## src/rtl/ledc_fe_pkg.sv

```systemverilog
package ledc_fe_pkg;
  localparam logic [7:0] A_CTRL = 8'h00;
  localparam logic [7:0] A_TIM  = 8'h04;
  localparam logic [7:0] A_RSTT = 8'h0C;
  localparam logic [7:0] A_DATA = 8'h14;
  localparam logic [7:0] A_TRIG = 8'h18;
  localparam logic [7:0] A_IEN  = 8'h1C;
  localparam logic [7:0] A_STAT = 8'h20;

  localparam logic [31:0] M_CTRL = 32'h1FFF_01C1;
  localparam logic [31:0] M_TIM  = 32'h07FF_07FF;

  // status bit order: {overflow, data request, transfer finish}
  localparam int ST_FIN  = 0;
  localparam int ST_DREQ = 1;
  localparam int ST_OVF  = 2;

  function automatic int unsigned free_slots(int unsigned depth, int unsigned used);
    return (used >= depth) ? 0 : depth - used;
  endfunction

  function automatic logic irq_fn(logic gen, logic [1:0] en, logic [1:0] st);
    return gen & |(en & st);
  endfunction
endpackage

```

## src/rtl/ledc_fe_fifo.sv

```systemverilog
module ledc_fe_fifo #(
  parameter int DEPTH = 32,
  parameter int WIDTH = 32,
  localparam int AW = $clog2(DEPTH),
  localparam int CW = AW + 1
) (
  input  logic             clk,
  input  logic             rst_n,
  input  logic             push_i,
  input  logic [WIDTH-1:0] data_i,
  input  logic             pop_i,
  output logic [WIDTH-1:0] data_o,
  output logic             empty_o,
  output logic             full_o,
  output logic [CW-1:0]    used_o,
  output logic             drop_o
);
  logic [WIDTH-1:0] mem [DEPTH];
  logic [AW-1:0] wr_ptr, rd_ptr;
  logic [CW-1:0] used_q;
  logic push_ok, pop_ok;

  assign empty_o = (used_q == '0);
  assign full_o  = (used_q == CW'(DEPTH));
  assign push_ok = push_i && !full_o;
  assign drop_o  = push_i && full_o;
  assign pop_ok  = pop_i && !empty_o;
  assign used_o  = used_q;
  assign data_o  = mem[rd_ptr];

  always_ff @(posedge clk) begin
    if (push_ok) mem[wr_ptr] <= data_i;
  end

  always_ff @(posedge clk or negedge rst_n) begin
    if (!rst_n) begin
      wr_ptr <= '0;
      rd_ptr <= '0;
      used_q <= '0;
    end else begin
      if (push_ok) wr_ptr <= (wr_ptr == AW'(DEPTH-1)) ? '0 : wr_ptr + AW'(1);
      if (pop_ok)  rd_ptr <= (rd_ptr == AW'(DEPTH-1)) ? '0 : rd_ptr + AW'(1);
      case ({push_ok, pop_ok})
        2'b10:   used_q <= used_q + CW'(1);
        2'b01:   used_q <= used_q - CW'(1);
        default: used_q <= used_q;
      endcase
    end
  end

  p_count_bound_r2: assert property (@(posedge clk) disable iff (!rst_n)
    used_o <= CW'(DEPTH));
  p_push_inc_r2: assert property (@(posedge clk) disable iff (!rst_n)
    (push_ok && !pop_ok) |=> (used_o == $past(used_o) + CW'(1)));
  p_drop_hold_r3: assert property (@(posedge clk) disable iff (!rst_n)
    (drop_o && !pop_i) |=> (used_o == CW'(DEPTH)));
endmodule

```

## src/rtl/ledc_fe_req.sv

```systemverilog
module ledc_fe_req #(
  parameter int DEPTH = 32,
  parameter int TW = 5,
  localparam int CW = $clog2(DEPTH) + 1
) (
  input  logic          clk,
  input  logic          rst_n,
  input  logic [CW-1:0] used_i,
  input  logic [TW-1:0] trig_i,
  output logic          dreq_o,
  output logic          rise_o
);
  import ledc_fe_pkg::*;
  logic req_q;

  assign dreq_o = free_slots(DEPTH, 32'(used_i)) >= 32'(trig_i);
  assign rise_o = dreq_o && !req_q;

  // Reset high: the request is already up when reset lifts, which is no edge.
  always_ff @(posedge clk or negedge rst_n) begin
    if (!rst_n) req_q <= 1'b1;
    else        req_q <= dreq_o;
  end

  p_full_no_req_r4: assert property (@(posedge clk) disable iff (!rst_n)
    ((used_i == CW'(DEPTH)) && (trig_i != '0)) |-> !dreq_o);
  p_rise_once_r5: assert property (@(posedge clk) disable iff (!rst_n)
    rise_o |=> !rise_o);
endmodule

```

## src/rtl/ledc_fe_irq.sv

```systemverilog
module ledc_fe_irq #(
  parameter int NST = 3
) (
  input  logic           clk,
  input  logic           rst_n,
  input  logic [NST-1:0] set_i,
  input  logic           clr_wr_i,
  input  logic [NST-1:0] clr_data_i,
  input  logic [1:0]     en_i,
  input  logic           gen_i,
  output logic [NST-1:0] status_o,
  output logic           irq_o
);
  import ledc_fe_pkg::*;
  logic [NST-1:0] st_q, clr_mask;

  assign clr_mask = clr_wr_i ? clr_data_i : '0;
  assign status_o = st_q;
  assign irq_o    = irq_fn(gen_i, en_i, st_q[1:0]);

  always_ff @(posedge clk or negedge rst_n) begin
    if (!rst_n) st_q <= '0;
    else        st_q <= (st_q & ~clr_mask) | set_i;
  end

  p_fin_set_r6: assert property (@(posedge clk) disable iff (!rst_n)
    set_i[ST_FIN] |=> status_o[ST_FIN]);
  p_dreq_set_r5: assert property (@(posedge clk) disable iff (!rst_n)
    set_i[ST_DREQ] |=> status_o[ST_DREQ]);
  p_ovf_sticky_r3: assert property (@(posedge clk) disable iff (!rst_n)
    (status_o[ST_OVF] && !clr_mask[ST_OVF]) |=> status_o[ST_OVF]);
  p_irq_gate_r8: assert property (@(posedge clk) disable iff (!rst_n)
    !gen_i |-> !irq_o);
endmodule

```

## src/rtl/ledc_frontend.sv

```systemverilog
module ledc_frontend #(
  parameter int DEPTH = 32,
  parameter int TRIG_W = 5,
  localparam int CW = $clog2(DEPTH) + 1
) (
  input  logic        clk,
  input  logic        rst_n,
  input  logic        reg_wr_i,
  input  logic [7:0]  reg_addr_i,
  input  logic [31:0] reg_wdata_i,
  output logic [31:0] reg_rdata_o,
  output logic [31:0] pix_data_o,
  output logic        pix_valid_o,
  input  logic        pix_ready_i,
  input  logic        xfer_done_i,
  output logic [31:0] ctrl_o,
  output logic [31:0] timing_o,
  output logic [31:0] rst_timing_o,
  output logic        dreq_o,
  output logic        irq_o
);
  import ledc_fe_pkg::*;

  logic [31:0] ctrl_q, tim_q, rstt_q;
  logic [TRIG_W-1:0] trig_q;
  logic gen_q;
  logic [1:0] en_q;
  logic data_wr, stat_wr, fifo_empty, fifo_full, fifo_drop, dreq_rise;
  logic [CW-1:0] fifo_used;
  logic [2:0] st_set, status;

  assign data_wr = reg_wr_i && (reg_addr_i == A_DATA);
  assign stat_wr = reg_wr_i && (reg_addr_i == A_STAT);

  always_ff @(posedge clk or negedge rst_n) begin
    if (!rst_n) begin
      ctrl_q <= '0;
      tim_q  <= '0;
      rstt_q <= '0;
      trig_q <= TRIG_W'(DEPTH / 2);
      gen_q  <= 1'b0;
      en_q   <= '0;
    end else if (reg_wr_i) begin
      case (reg_addr_i)
        A_CTRL: ctrl_q <= reg_wdata_i & M_CTRL;
        A_TIM:  tim_q  <= reg_wdata_i & M_TIM;
        A_RSTT: rstt_q <= reg_wdata_i;
        A_TRIG: trig_q <= reg_wdata_i[TRIG_W-1:0];
        A_IEN: begin
          gen_q <= reg_wdata_i[5];
          en_q  <= reg_wdata_i[1:0];
        end
        default: ;
      endcase
    end
  end

  ledc_fe_fifo #(.DEPTH(DEPTH), .WIDTH(32)) u_fifo (
    .clk(clk), .rst_n(rst_n), .push_i(data_wr), .data_i(reg_wdata_i),
    .pop_i(pix_ready_i), .data_o(pix_data_o), .empty_o(fifo_empty),
    .full_o(fifo_full), .used_o(fifo_used), .drop_o(fifo_drop)
  );

  ledc_fe_req #(.DEPTH(DEPTH), .TW(TRIG_W)) u_req (
    .clk(clk), .rst_n(rst_n), .used_i(fifo_used), .trig_i(trig_q),
    .dreq_o(dreq_o), .rise_o(dreq_rise)
  );

  always_comb begin
    st_set = '0;
    st_set[ST_FIN]  = xfer_done_i;
    st_set[ST_DREQ] = dreq_rise;
    st_set[ST_OVF]  = fifo_drop;
  end

  ledc_fe_irq #(.NST(3)) u_irq (
    .clk(clk), .rst_n(rst_n), .set_i(st_set), .clr_wr_i(stat_wr),
    .clr_data_i(reg_wdata_i[2:0]), .en_i(en_q), .gen_i(gen_q),
    .status_o(status), .irq_o(irq_o)
  );

  assign pix_valid_o  = !fifo_empty;
  assign ctrl_o       = ctrl_q;
  assign timing_o     = tim_q;
  assign rst_timing_o = rstt_q;

  always_comb begin
    case (reg_addr_i)
      A_CTRL:  reg_rdata_o = ctrl_q;
      A_TIM:   reg_rdata_o = tim_q;
      A_RSTT:  reg_rdata_o = rstt_q;
      A_TRIG:  reg_rdata_o = {{(32-TRIG_W){1'b0}}, trig_q};
      A_IEN:   reg_rdata_o = {26'b0, gen_q, 3'b0, en_q};
      A_STAT:  reg_rdata_o = {29'b0, status};
      default: reg_rdata_o = '0;
    endcase
  end

  p_ovf_flag_r3: assert property (@(posedge clk) disable iff (!rst_n)
    (data_wr && fifo_full) |=> status[ST_OVF]);
  p_dreq_flag_r5: assert property (@(posedge clk) disable iff (!rst_n)
    $rose(dreq_o) |=> status[ST_DREQ]);
endmodule

```

## config.mk

```make
export PLATFORM = sky130hd
export DESIGN_NAME = ledc_frontend
export DESIGN_NICKNAME = d
export VERILOG_FILES = /design/src/rtl/ledc_fe_pkg.sv /design/src/rtl/ledc_fe_fifo.sv /design/src/rtl/ledc_fe_req.sv /design/src/rtl/ledc_fe_irq.sv /design/src/rtl/ledc_frontend.sv
export SDC_FILE = /design/constraint.sdc
export NUM_CORES = 1
export LEC_CHECK = 0
export BUFFER_PORTS_ARGS = -buffer_cell sky130_fd_sc_hd__buf_2
export CAP_MARGIN = 0
export CORE_ASPECT_RATIO = 0.8
export CORE_UTILIZATION = 51
export DETAILED_ROUTE_END_ITERATION = 8
export PLACE_DENSITY = 0.76
export SLEW_MARGIN = 20
export SYNTH_ARGS = -nofsm -noshare
export SYNTH_HDL_FRONTEND = slang
export SYNTH_SLANG_ARGS = --single-unit
```

## constraint.sdc

```tcl
create_clock -name clk -period 3.5 [get_ports clk]
set_clock_uncertainty 0.05 [all_clocks]
set_input_delay 0.35 -clock clk [delete_from_list [all_inputs] [get_ports clk]]
set_output_delay 0.35 -clock clk [all_outputs]
set_load 0.01 [all_outputs]
```

# Yosys cells after proc, flatten, opt, wreduce, memory -nomap -nowiden

Memories as Yosys holds them, arrays and structs flattened.
Index checks and enable logic that the tools add are counted.
Widths: inputs -> output; s select.

Equality and inequality tests: 11
$add $sub $neg: 5
Muxes and demuxes: 8
$lt $le $gt $ge: 2
Bitwise gates (word level): 5
Reductions and logical operators: 18

Operators by type and width:

| kind                | count |
|---|---|
| $pmux 32 s6         | 1 |
| $ge 32x5->1         | 1 |
| $mux 32             | 1 |
| $eq 8x5->1 const B  | 3 |
| $pmux 6 s2          | 1 |
| $add 5x1->5 const B | 2 |
| $eq 5x5->1 const B  | 2 |
| $mux 5              | 2 |
| $reduce_and 2->1    | 5 |
| $eq 8x3->1 const B  | 1 |
| $eq 8x4->1 const B  | 1 |
| $eq 8x6->1 const B  | 1 |
| $logic_not 8->1     | 1 |
| $sub 6x6->7 const A | 1 |
| $add 6x1->6 const B | 1 |
| $eq 6x6->1 const B  | 1 |
| $ge 6x6->1 const B  | 1 |
| $logic_and 1x1->1   | 6 |
| $logic_not 6->1     | 1 |
| $sub 6x1->6 const B | 1 |
| $and 3x3->3         | 1 |
| $logic_not 1->1     | 3 |
| $mux 3              | 1 |
| $not 3->3           | 1 |
| other kinds (8)     | 9 |

Bits of input ports: 45
Memory bits (writable): 1024
Output and inout port bits: 163
Register bits: 99
Logic and storage cells: 61
Memories kept: 1

Memory list:

| memory     | depth | width | read ports | clocked after memory_dff | write ports | RTL line           | RTL |
|---|---|---|---|---|---|---|---|
| u_fifo.mem | 32    | 32    | 1          | 0                        | 1           | ledc_fe_fifo.sv:18 | `logic [WIDTH-1:0] mem [DEPTH];` |

# Depth between registers and ports, before layout

Gate-level depths: netlist (run 1).

Word-level depth: 6
Mapped depth: 16
Gate-level depth less buffers: 14

# By module

Synthesis (run 1) repeated with hierarchy kept, for this count alone.

Cells, all modules: 2157
Area total of the unflattened synthesis: 43997.2 sq um

By module, submodules not included:

| module        | sequential area each (sq um) | cells each | instances | area an instance (sq um) |
|---|---|---|---|---|
| ledc_fe_fifo  | 31149.9                      | 1824       | 1         | 39749.4 |
| ledc_frontend | 1978.1                       | 286        | 1         | 3843.7 |
| ledc_fe_req   | 26.3                         | 36         | 1         | 281.5 |
| ledc_fe_irq   | 75.1                         | 11         | 1         | 122.6 |

# Worst setup path before layout (run 1)

Ideal clock, no wire load.

Path type: reg2reg
From: register u_fifo.used_q[0] (netlist: u_fifo.used_o[0])
To: memory u_fifo.mem[31][0] (enable)
Arrival time: 3.072 ns
Clock period less this slack: 3.543 ns
Path buffers: 2
Setup time: 0.421 ns
Required time: 3.029 ns
Cell stages (with the launch flop): 10
Path slack: -0.043 ns
Cell sequence: dfrtp_1 -> clkbuf_1 -> inv_1 -> ha_1 -> or3b_1 -> or2_0 -> and3_1 -> buf_6 -> nand2_1 -> nor2_1

Cells in the longest elaborated chain, start to end: 5

Ends and longest elaborated chain:

| item                         | RTL line           | RTL |
|---|---|---|
| start: declaration           | ledc_fe_fifo.sv:20 | `logic [CW-1:0] used_q;` |
| start signal: assignment     | ledc_fe_fifo.sv:44 | `2'b10: used_q <= used_q + CW'(1);` |
| start signal: assignment     | ledc_fe_fifo.sv:45 | `2'b01: used_q <= used_q - CW'(1);` |
| start signal: assignment     | ledc_fe_fifo.sv:46 | `default: used_q <= used_q;` |
| $eq 6x6->1                   | ledc_fe_fifo.sv:24 | `assign full_o = (used_q == CW'(DEPTH));` |
| $logic_not 1->1              | ledc_fe_fifo.sv:25 | `assign push_ok = push_i && !full_o;` |
| $logic_and 1x1->1            | ledc_fe_fifo.sv:25 |  |
| $mux 1                       | ledc_fe_fifo.sv:32 | `if (push_ok) mem[wr_ptr] <= data_i;` |
| $mux 1 (implied by the code) | ledc_fe_fifo.sv:32 |  |
| end: declaration             | ledc_fe_fifo.sv:18 |  |

Every way passes these cells.

# Worst setup path after layout (run 1)

From: register u_fifo.rd_ptr[0]
To: output pix_data_o[31]

Cells in the longest elaborated chain, start to end: 1

Ends and longest elaborated chain:

| item                     | RTL line            | RTL |
|---|---|---|
| start: declaration       | ledc_fe_fifo.sv:19  | `logic [AW-1:0] wr_ptr, rd_ptr;` |
| start signal: assignment | ledc_fe_fifo.sv:42  | `if (pop_ok) rd_ptr <= (rd_ptr == AW'(DEPTH-1)) ? '0 : rd_ptr + AW'(1);` |
| $mem_v2 32x32            | -                   |  |
| end: declaration         | ledc_frontend.sv:12 | `output logic [31:0] pix_data_o,` |

Every way passes these cells.

==> metrics.md, run 1 <==
| Metric | Value |
|---|---|
| Initial antenna violation count | 7 |
| GPL Wtd Cong | 0.879 |
| TritonCTS clock tree | done |
| Met2 usage | 35.1% |
| WP buf/inv | 4 |
| Crit. End Element | output pin |
| FFs w/ async S/R, synth | 8.82% |
| CP max stage delay | 500 ps |
| Die Ht | 266 µm |
| M3 GR Usage | 6.86% |
| Root buf cell | clkbuf_16 |
| Vias in the first global route | 23.9k |
| Die X | 332 µm |
| Total power | 34600 µW |
| Fill cells | 6062 |
| Max stage delay cell, worst path | mux4_2 |
| Share of cells above drive strength 1 | 26.4% |
| CP arrival | 3050 ps |
| Hold WC Path Type | input port to flop |
| Final Critical Period | approximately 3400 ps |
| Starting Density | 51.6% |
| Setup Crit Path Kind | flop to output pin |
| P per Cell Area | 674 nW/µm² |
| F_max | 290 MHz |
| WP depth | 7 |
| Most used cell, CP | buf_12 |
| CTS Buf Count | 104 |
| PortBufs | about 180 |
| Clock Path Buffers | 3 |
| Rows | 96 |
| Clock-pin slew on the worst setup and hold paths | 70 ps |
| Mapped Avg Cell Area | 18.4 µm² |
| Gr busiest metal | met2 |
| Hold depth | 5 |
| Area Overhead vs Synth | 15.5% |
| ANT nets after route | 0 |
| Cell family with most CP delay | buffers and inverters |
| Ys flop type | edfxtp_1 |
| Syn Std Cell Area | 44400 µm² |
| GR Overflow Total | 0 |
| WL per Instance | 27.3 µm |
| First-pass GRT wire length | 154000 µm |
| Yosys reg bits | ~1.1k |
| Setup_tns | 0 ps |
| Final hold vios | 0 |
| CTS Sinks | between 1k and 1.5k |
| Final setup viols | 0 |
| Syn Inst Count | 2409 |
| Die area | 88300 µm² |
| Met1 usage | 34.9% |
| Seq/Total Area, Yosys | 74.8% |
| Post-synth EDFFs | 1024 |
| Final WL | about 110000 µm |
| Pleak | 0.0179 µW |
| Worst Tran Pin Value | 1150 ps |
| Outcome | complete, no violations |
| Sequential cell area | between 30000 and 40000 µm² |
| Fin crit share | 98.5% |
| Req. time, crit path | about 3100 ps |
| Distinct cell type count after synthesis | 60 |
| Clk Latency, worst-skew pair | 670 ps |
| Hpwl dp | 62700 µm |
| Overall global routing resource usage | 23.7% |
| Largest net degree at the start of global routing | 67 |
| Pre-antenna DRT Iters | 6 |
| Maximum VDD drop | 0.000566 V |
| Maxcap violations | 0 |
| Core Region | between 80000 and 90000 µm² |
| FF-to-FF path depth | 9 |
| Multi-input combinational cell area | 10700 µm² |
| Antenna diode count | 0 |
| Final nets | 2732 |
| Vias/cell | ~6.2 |
| Warnings from Yosys | 0 |
| # IOs | around 210 |
| H-tree lvl count | 3 |
| CP Max Fanout | 15 |
| RSZ-0062 raised after global routing | yes |
| Crit-path cells | buf_12 > buf_12 > buf_16 > mux4_2 > a21oi_1 > nand4_1 > buf_2 |
| Setup crit start kind | flop |
| Slew Limit Fails | 0 |
| Worst slew margin | between 20% and 30% |
| Via count | 24.0k |
| Drc violations | 0 |
| First-iteration detailed-routing DRC count | 2924 |
-- worst reg2reg max path, cell delays in order (launching register included) --
cell	delay (ps)
dfrtp_1	340
inv_1	70
ha_1	210
or3b_1	210
or2_0	160
and3_1	350
buf_4	250
nand2_1	170
buf_12	200
nor2_4	870
-- layer usage --
layer  vias up  routed length, µm  share of wire (%)
met2      1353              47700                 45
met3       164              12000                 11
met4        12               1840                1.7
li1      10088                  -                  -
met5         -                133               0.13
met1     12411              44300                 42
-- flip-flops by register name (all words and copies together) (netlist names) --
name,flops
u_irq.status_o,3
u_fifo.wr_ptr,5
u_fifo.mem,1024
timing_o,22
u_req.req_q,1
ctrl_o,17
trig_q,5
u_fifo.used_o,6
gen_q,1
en_q,2
rst_timing_o,32
u_fifo.rd_ptr,5
-- cells by family after synthesis --
family	Yosys count	share of synthesized area, %
flip-flops	1123	74.8
multiplexers	468	14.4
AND/OR/NAND/NOR	352	4.16
AO/OA/AOI/OAI	256	3.80
buffers and inverters	183	2.13
adder cells (fa/ha/maj)	19	0.552
XOR/XNOR	7	0.138
other	1	0.00844
-- Yosys cell counts, types with 14 or more instances --
| master | n | area share, % |
|---|---|---|
| nor2_1 | 51 | 0.43 |
| mux2i_1 | 257 | 5.8 |
| nand3_1 | 70 | 0.79 |
| nor2b_1 | 70 | 0.99 |
| a21oi_1 | 104 | 1.2 |
| buf_4 | 50 | 0.85 |
| clkbuf_1 | 63 | 0.53 |
| dfrtp_1 | 97 | 5.5 |
| nand2_1 | 73 | 0.62 |
| edfxtp_1 | 1024 | 69 |
| a22oi_1 | 99 | 1.7 |
| ha_1 | 18 | 0.51 |
| mux2_2 | 82 | 2.1 |
| inv_1 | 29 | 0.25 |
| o21ai_0 | 14 | 0.16 |
| mux4_2 | 128 | 6.5 |
| buf_2 | 35 | 0.39 |
| nand4_1 | 32 | 0.45 |
| a222oi_1 | 15 | 0.34 |
-- path summary, 6_finish.rpt --
path | end | slack (ps) | start
min reg2reg | u_irq.status_o[2]$_DFF_PN0_ | 470 | u_irq.status_o[2]$_DFF_PN0_
max reg2reg | u_fifo.mem[3][21]$_DFFE_PP_ | 200 | u_fifo.used_o[0]$_DFFE_PN0P_
min | u_fifo.rd_ptr[4]$_DFFE_PN0P_ | 50 | pix_ready_i
max | pix_data_o[31] | 50 | u_fifo.rd_ptr[0]$_DFFE_PN0P_
max in group asynchronous | trig_q[4]$_DFFE_PN1P_ | 2200 | rst_n
min in group asynchronous | rst_timing_o[23]$_DFFE_PN0P_ | 320 | rst_n
-- final cells by class --
cell class                 count  share of cell area [%]
clock buffer                 121                    5.36
sequential                  1123                    64.8
timing repair buffer         282                    4.60
clock inverter                74                    1.37
tap                         1127                    2.75
multi-input combinational   1127                    20.9
inverter                      30                   0.244
-- layout by cell type (no fill, tap or decap), types with 29 or more instances in the layout --
| cell | netlist | routed |
|---|---|---|
| mux2_2 | 82 | 82 |
| nand3_1 | 70 | 70 |
| mux4_2 | 128 | 128 |
| edfxtp_1 | 1024 | 1024 |
| a22oi_1 | 99 | 99 |
| nand4_1 | 32 | 32 |
| mux2i_1 | 257 | 257 |
| clkbuf_16 | 0 | 109 |
| buf_4 | 50 | 55 |
| buf_2 | 35 | 181 |
| a21oi_1 | 104 | 87 |
| inv_1 | 29 | 29 |
| dfrtp_1 | 97 | 94 |
| nor2_4 | 0 | 35 |
| nor2b_1 | 70 | 67 |
| nand2_1 | 73 | 73 |
-- timing repair --
item,CTS,global route
hold buffers,2,0
gates cloned,1,3
setup endpoints to repair,33,26
buffers inserted,7,9
pin swaps,0,4
resized for setup,7,26
endpoints found under the hold margin,64,0
-- metrics by stage --
step           instance area, µm²  cells  setup WS [ps]  hold slack, ps  utilization (%)
3_3_place_gp                47100   3653            133             451             54.7
4_1_cts                     50700   3860          0.491            23.1             59.0
6_report                    51300   3884           53.0            52.1             59.6
5_1_grt                     51300   3884          -25.5            89.4             59.6
2_1_floorplan               44500   2433          -42.9            4.41                -
3_5_place_dp                47100   3655            130             445             54.8
-- report_power, final --
group          internal (µW)  switching, µW
Sequential             14800            213
Combinational           3470           4770
Clock                   6460           4910
Power figures use the tool's default switching activity.
==> run 2: changes to the inputs <==
SYNTH_HIERARCHICAL = 1   (was not set)
==> metrics.md, run 2 <==
| Metric | Value |
|---|---|
| Outcome | complete, no violations |
| HP Start | reg_wdata_i[31] |
| Internal power | 25000 µW (+1.2%) |
| Crit-path cells | buf_12 > mux4_2 > a22o_1 > a2111oi_0 > a311oi_1 > buf_4 > buf_2 |
| Hold depth | 1 (-4) |
| Hold Path Sink | u_fifo/mem[5][31]$_DFFE_PP_ |
| Fin crit share | 97.6% (-0.85 points) |
| GR Overflow Total | 0 (unchanged) |
| PortBufs | 182 (unchanged) |
| Final hold vios | 0 (unchanged) |
| Overall global routing resource usage | 24.6% (+0.93 points) |
| Rows | 95 (-1.0%) |
| Net Sw Frac | 29.5% (+0.88 points) |
| FFs w/ async S/R, synth | 8.82% (unchanged) |
| Slew Limit Fails | 0 (unchanged) |
| Hold WC Path Type | input port to flop |
| F_max | 293 MHz (+0.87%) |
| CTS Sinks | 1123 (unchanged) |
| Pre-antenna DRT Iters | 5 (-1) |
| Post-route setup slack | 82.9 ps (+29.9 ps) |
| Final WL | 106000 µm (+0.33%) |
| Max stage delay cell, worst path | mux4_2 |
| Worst Tran Pin Value | 929 ps (-219 ps) |
| Post-synth EDFFs | 1024 (unchanged) |
| Most frequent cells in the layout | 1024 x edfxtp_1, 193 x mux4_2, 181 x buf_2 |
| Setup Crit Path Kind | flop to output pin |
| Die X | 330 µm (-0.47%) |
| TritonCTS clock tree | done |
| Largest register FFs | 1024 (unchanged) |
| Ys flop type | edfxtp_1 |
| CTS Buf Count | 102 (-1.9%) |
| Reg2reg start | u_fifo/used_o[4]$_DFFE_PN0P_ |
| Clock-pin slew on the worst setup and hold paths | 60 ps (about the same) |
| Pleak | 0.0174 µW (-3.0%) |
| Most frequent cell after synthesis | edfxtp_1 |
| Distinct cell type count after synthesis | 72 (+20%) |
| CP arrival | 3020 ps (-30 ps) |
| Warnings from Yosys | 6 (+6) |
| Share of cells above drive strength 1 | 31.3% (+4.9 points) |
| Via count | 23.3k (-3.0%) |
| ANT nets after route | 0 (unchanged) |
| CP max stage delay | 530 ps (+30 ps) |
| Clock Path Buffers | 3 (unchanged) |
| Vias in the first global route | 23.5k (-1.5%) |
| Largest area contributor in the netlist | edfxtp_1 |
| Initial antenna violation count | 11 (+4) |
| Area Overhead vs Synth | 15.0% |
| Starting Density | 51.9% (+0.27 points) |
| Die area | 87500 µm² (-0.93%) |
| P per Cell Area | 700 nW/µm² (+3.8%) |
| Vias/cell | 6.38 (+3.2%) |
| Dpl cell area | 47100 µm² (about the same) |
| Final setup viols | 0 (unchanged) |
| First-pass GRT wire length | 156000 µm (+1.1%) |
| Most common library cells after synthesis | 1024 x edfxtp_1, 193 x mux4_2, 128 x mux2i_1 |
| Root buf cell | clkbuf_16 |
| FF-to-FF path depth | 9 (unchanged) |
| Yosys reg bits | 1123 (unchanged) |
| Flop pwr share | 42.4% (-0.9 points) |
| Final instance area | 50600 µm² (-1.3%) |
| H-tree lvl count | 3 (unchanged) |
| Final nets | 2514 (-8.0%) |
| Largest Register | u_fifo/mem |
| Pre-CTS WS | 136 ps (+5.59 ps) |
| Core Region | 84800 µm² (-1.5%) |
| Syn Std Cell Area | 44000 µm² (-0.94%) |
| Syn Inst Count | 2157 (-10%) |
| Finished Core Util | 59.7% (+0.080 points) |
| Worst slew margin | 38.1% (+15 points) |
| Final Critical Period | 3420 ps (-29.9 ps) |
| R2R setup slack | 110 ps (-90 ps) |
| Crit. End Element | output pin |
| Maxcap violations | 0 (unchanged) |
| First-iteration detailed-routing DRC count | 2862 (-2.1%) |
| Combinational power share | 26.8% (+3.0 points) |
| Req. time, crit path | 3100 ps (about the same) |
| Reg-to-Reg End | u_fifo/used_o[5]$_DFFE_PN0P_ |
| Clock share of power | 30.8% (-2.1 points) |
| Hpwl dp | 63700 µm (+1.5%) |
| Setup crit start kind | flop |
| Main area contributors after synthesis | edfxtp_1 70%, mux4_2 9.9%, dfrtp_1 5.5%, mux2i_1 2.9%, mux2_2 2.0% |
| Maximum VDD drop | 0.000435 V (-23%) |
| CP Max Fanout | 8 (-7) |
| WL per Instance | 29.1 µm (+6.7%) |
| Commonest non-fill, non-tap cell in the layout | edfxtp_1 |
| Post-synth top area share | 69.9% (+0.66 points) |
| RSZ-0062 raised after global routing | yes |
| Largest net degree at the start of global routing | 68 (+1.5%) |
| Drc violations | 0 (unchanged) |
| Fill cells | 5778 (-4.7%) |
| Seq/Total Area, Yosys | 75.5% (+0.71 points) |
| Mapped Avg Cell Area | 20.4 µm² (+11%) |
| GPL Wtd Cong | 0.850 (-3.3%) |
| Total power | 35400 µW (+2.4%) |
| # IOs | 208 (unchanged) |
| Clk Latency, worst-skew pair | 690 ps (+20 ps) |
| Die Ht | 265 µm (-0.47%) |
| Sw Pwr | 10400 µW (+5.6%) |
run 2: cell count changes after synthesis, sizes merged, moves of 24 or more:
| cell | previous run | this run |
|---|---|---|
| mux4 | 128 | 193 |
| nand3 | 70 | 14 |
| a21oi | 104 | 67 |
| o221ai | 0 | 62 |
| nand2 | 73 | 18 |
| and3 | 5 | 29 |
| mux2i | 257 | 128 |
| nand4 | 32 | 2 |
| nor2b | 70 | 7 |
run 2: layout make-up:
| type | count | area [µm²] | share of cell area [%] |
|---|---|---|---|
| Clock inverter | 63 | 579 | 1.14 |
| Timing Repair Buffer | 311 | 2310 | 4.57 |
| Tap cell | 1115 | 1400 | 2.76 |
| Antenna cell | 1 | 2.50 | 0.00494 |
| Clock buffer | 126 | 2670 | 5.28 |
| Multi-Input combinational cell | 893 | 10300 | 20.4 |
| Inverter | 19 | 76.3 | 0.151 |
| Sequential cell | 1123 | 33200 | 65.7 |
run 2: cell families (layout without fill, tap and decap cells):
family	Yosys count	in the layout	share of synthesized area, %
AOI/OAI and AO/OA	286	286	4.83
xor gates and xnor gates	4	4	0.0796
adders and majority gates	19	19	0.557
buffers and inverters	165	519	1.95
DFF	1123	1123	75.5
muxes	404	404	14.9
other	1	26	0.00852
and+or+nand+nor	155	155	2.11
run 2: how the worst max path moves through the flow:
stage	from	end	slack, ps
finish	u_fifo/rd_ptr[0]$_DFFE_PN0P_	pix_data_o[30]	80
global route	u_fifo/used_o[2]$_DFFE_PN0P_	dreq_o	-120
CTS	u_fifo/used_o[2]$_DFFE_PN0P_	dreq_o	2
detailed placement	u_fifo/used_o[4]$_DFFE_PN0P_	u_fifo/used_o[5]$_DFFE_PN0P_	140
global placement	u_fifo/used_o[4]$_DFFE_PN0P_	u_fifo/used_o[5]$_DFFE_PN0P_	260
floorplan	reg_addr_i[2]	u_fifo/mem[21][0]$_DFFE_PP_	230
run 2: per-stage QoR:
step           instances  hold WS [ps]  TNS, ps
2_1_floorplan       2181          4.41        0
3_3_place_gp        3445           436        0
3_5_place_dp        3445           443        0
4_1_cts             3642           101        0
5_1_grt             3650           154     -123
6_report            3651           143        0
run 2: power by group through the flow:
stage | sequential [µW] | clock, µW | combinational [µW]
2_1_floorplan | 15200 | 0 | 6010
3_3_place_gp | 15400 | 0 | 8820
3_5_place_dp | 15400 | 0 | 9010
4_1_cts | 15000 | 11000 | 9360
5_1_grt | 15000 | 11500 | 10000
6_report | 15000 | 10900 | 9500
run 2: what timing repair did:
item,in CTS,in global routing
endpoints found under the hold margin,64,0
hold buffers,2,0
buffers inserted,6,8
resized for setup,7,7
setup endpoints to repair,31,9
pin swaps,0,0
run 2: layer usage:
metal  wire length (µm)  vias to the layer above  track usage (%)  share of wire [%]
met3              12200                      175             5.55                 12
met2              49500                     1374             37.8                 47
met5                 26                        -                0              0.024
met4               2510                        4             6.97                2.4
met1              42100                    12204             35.7                 40
li1                   -                     9550                -                  -
run 2: critical path, delay by kind of cell (launching register included):
kind,cells,cell delay (ps)
AO/OA/AOI/OAI,3,860
buffers and inverters,3,490
flip-flops,1,440
multiplexers,1,530
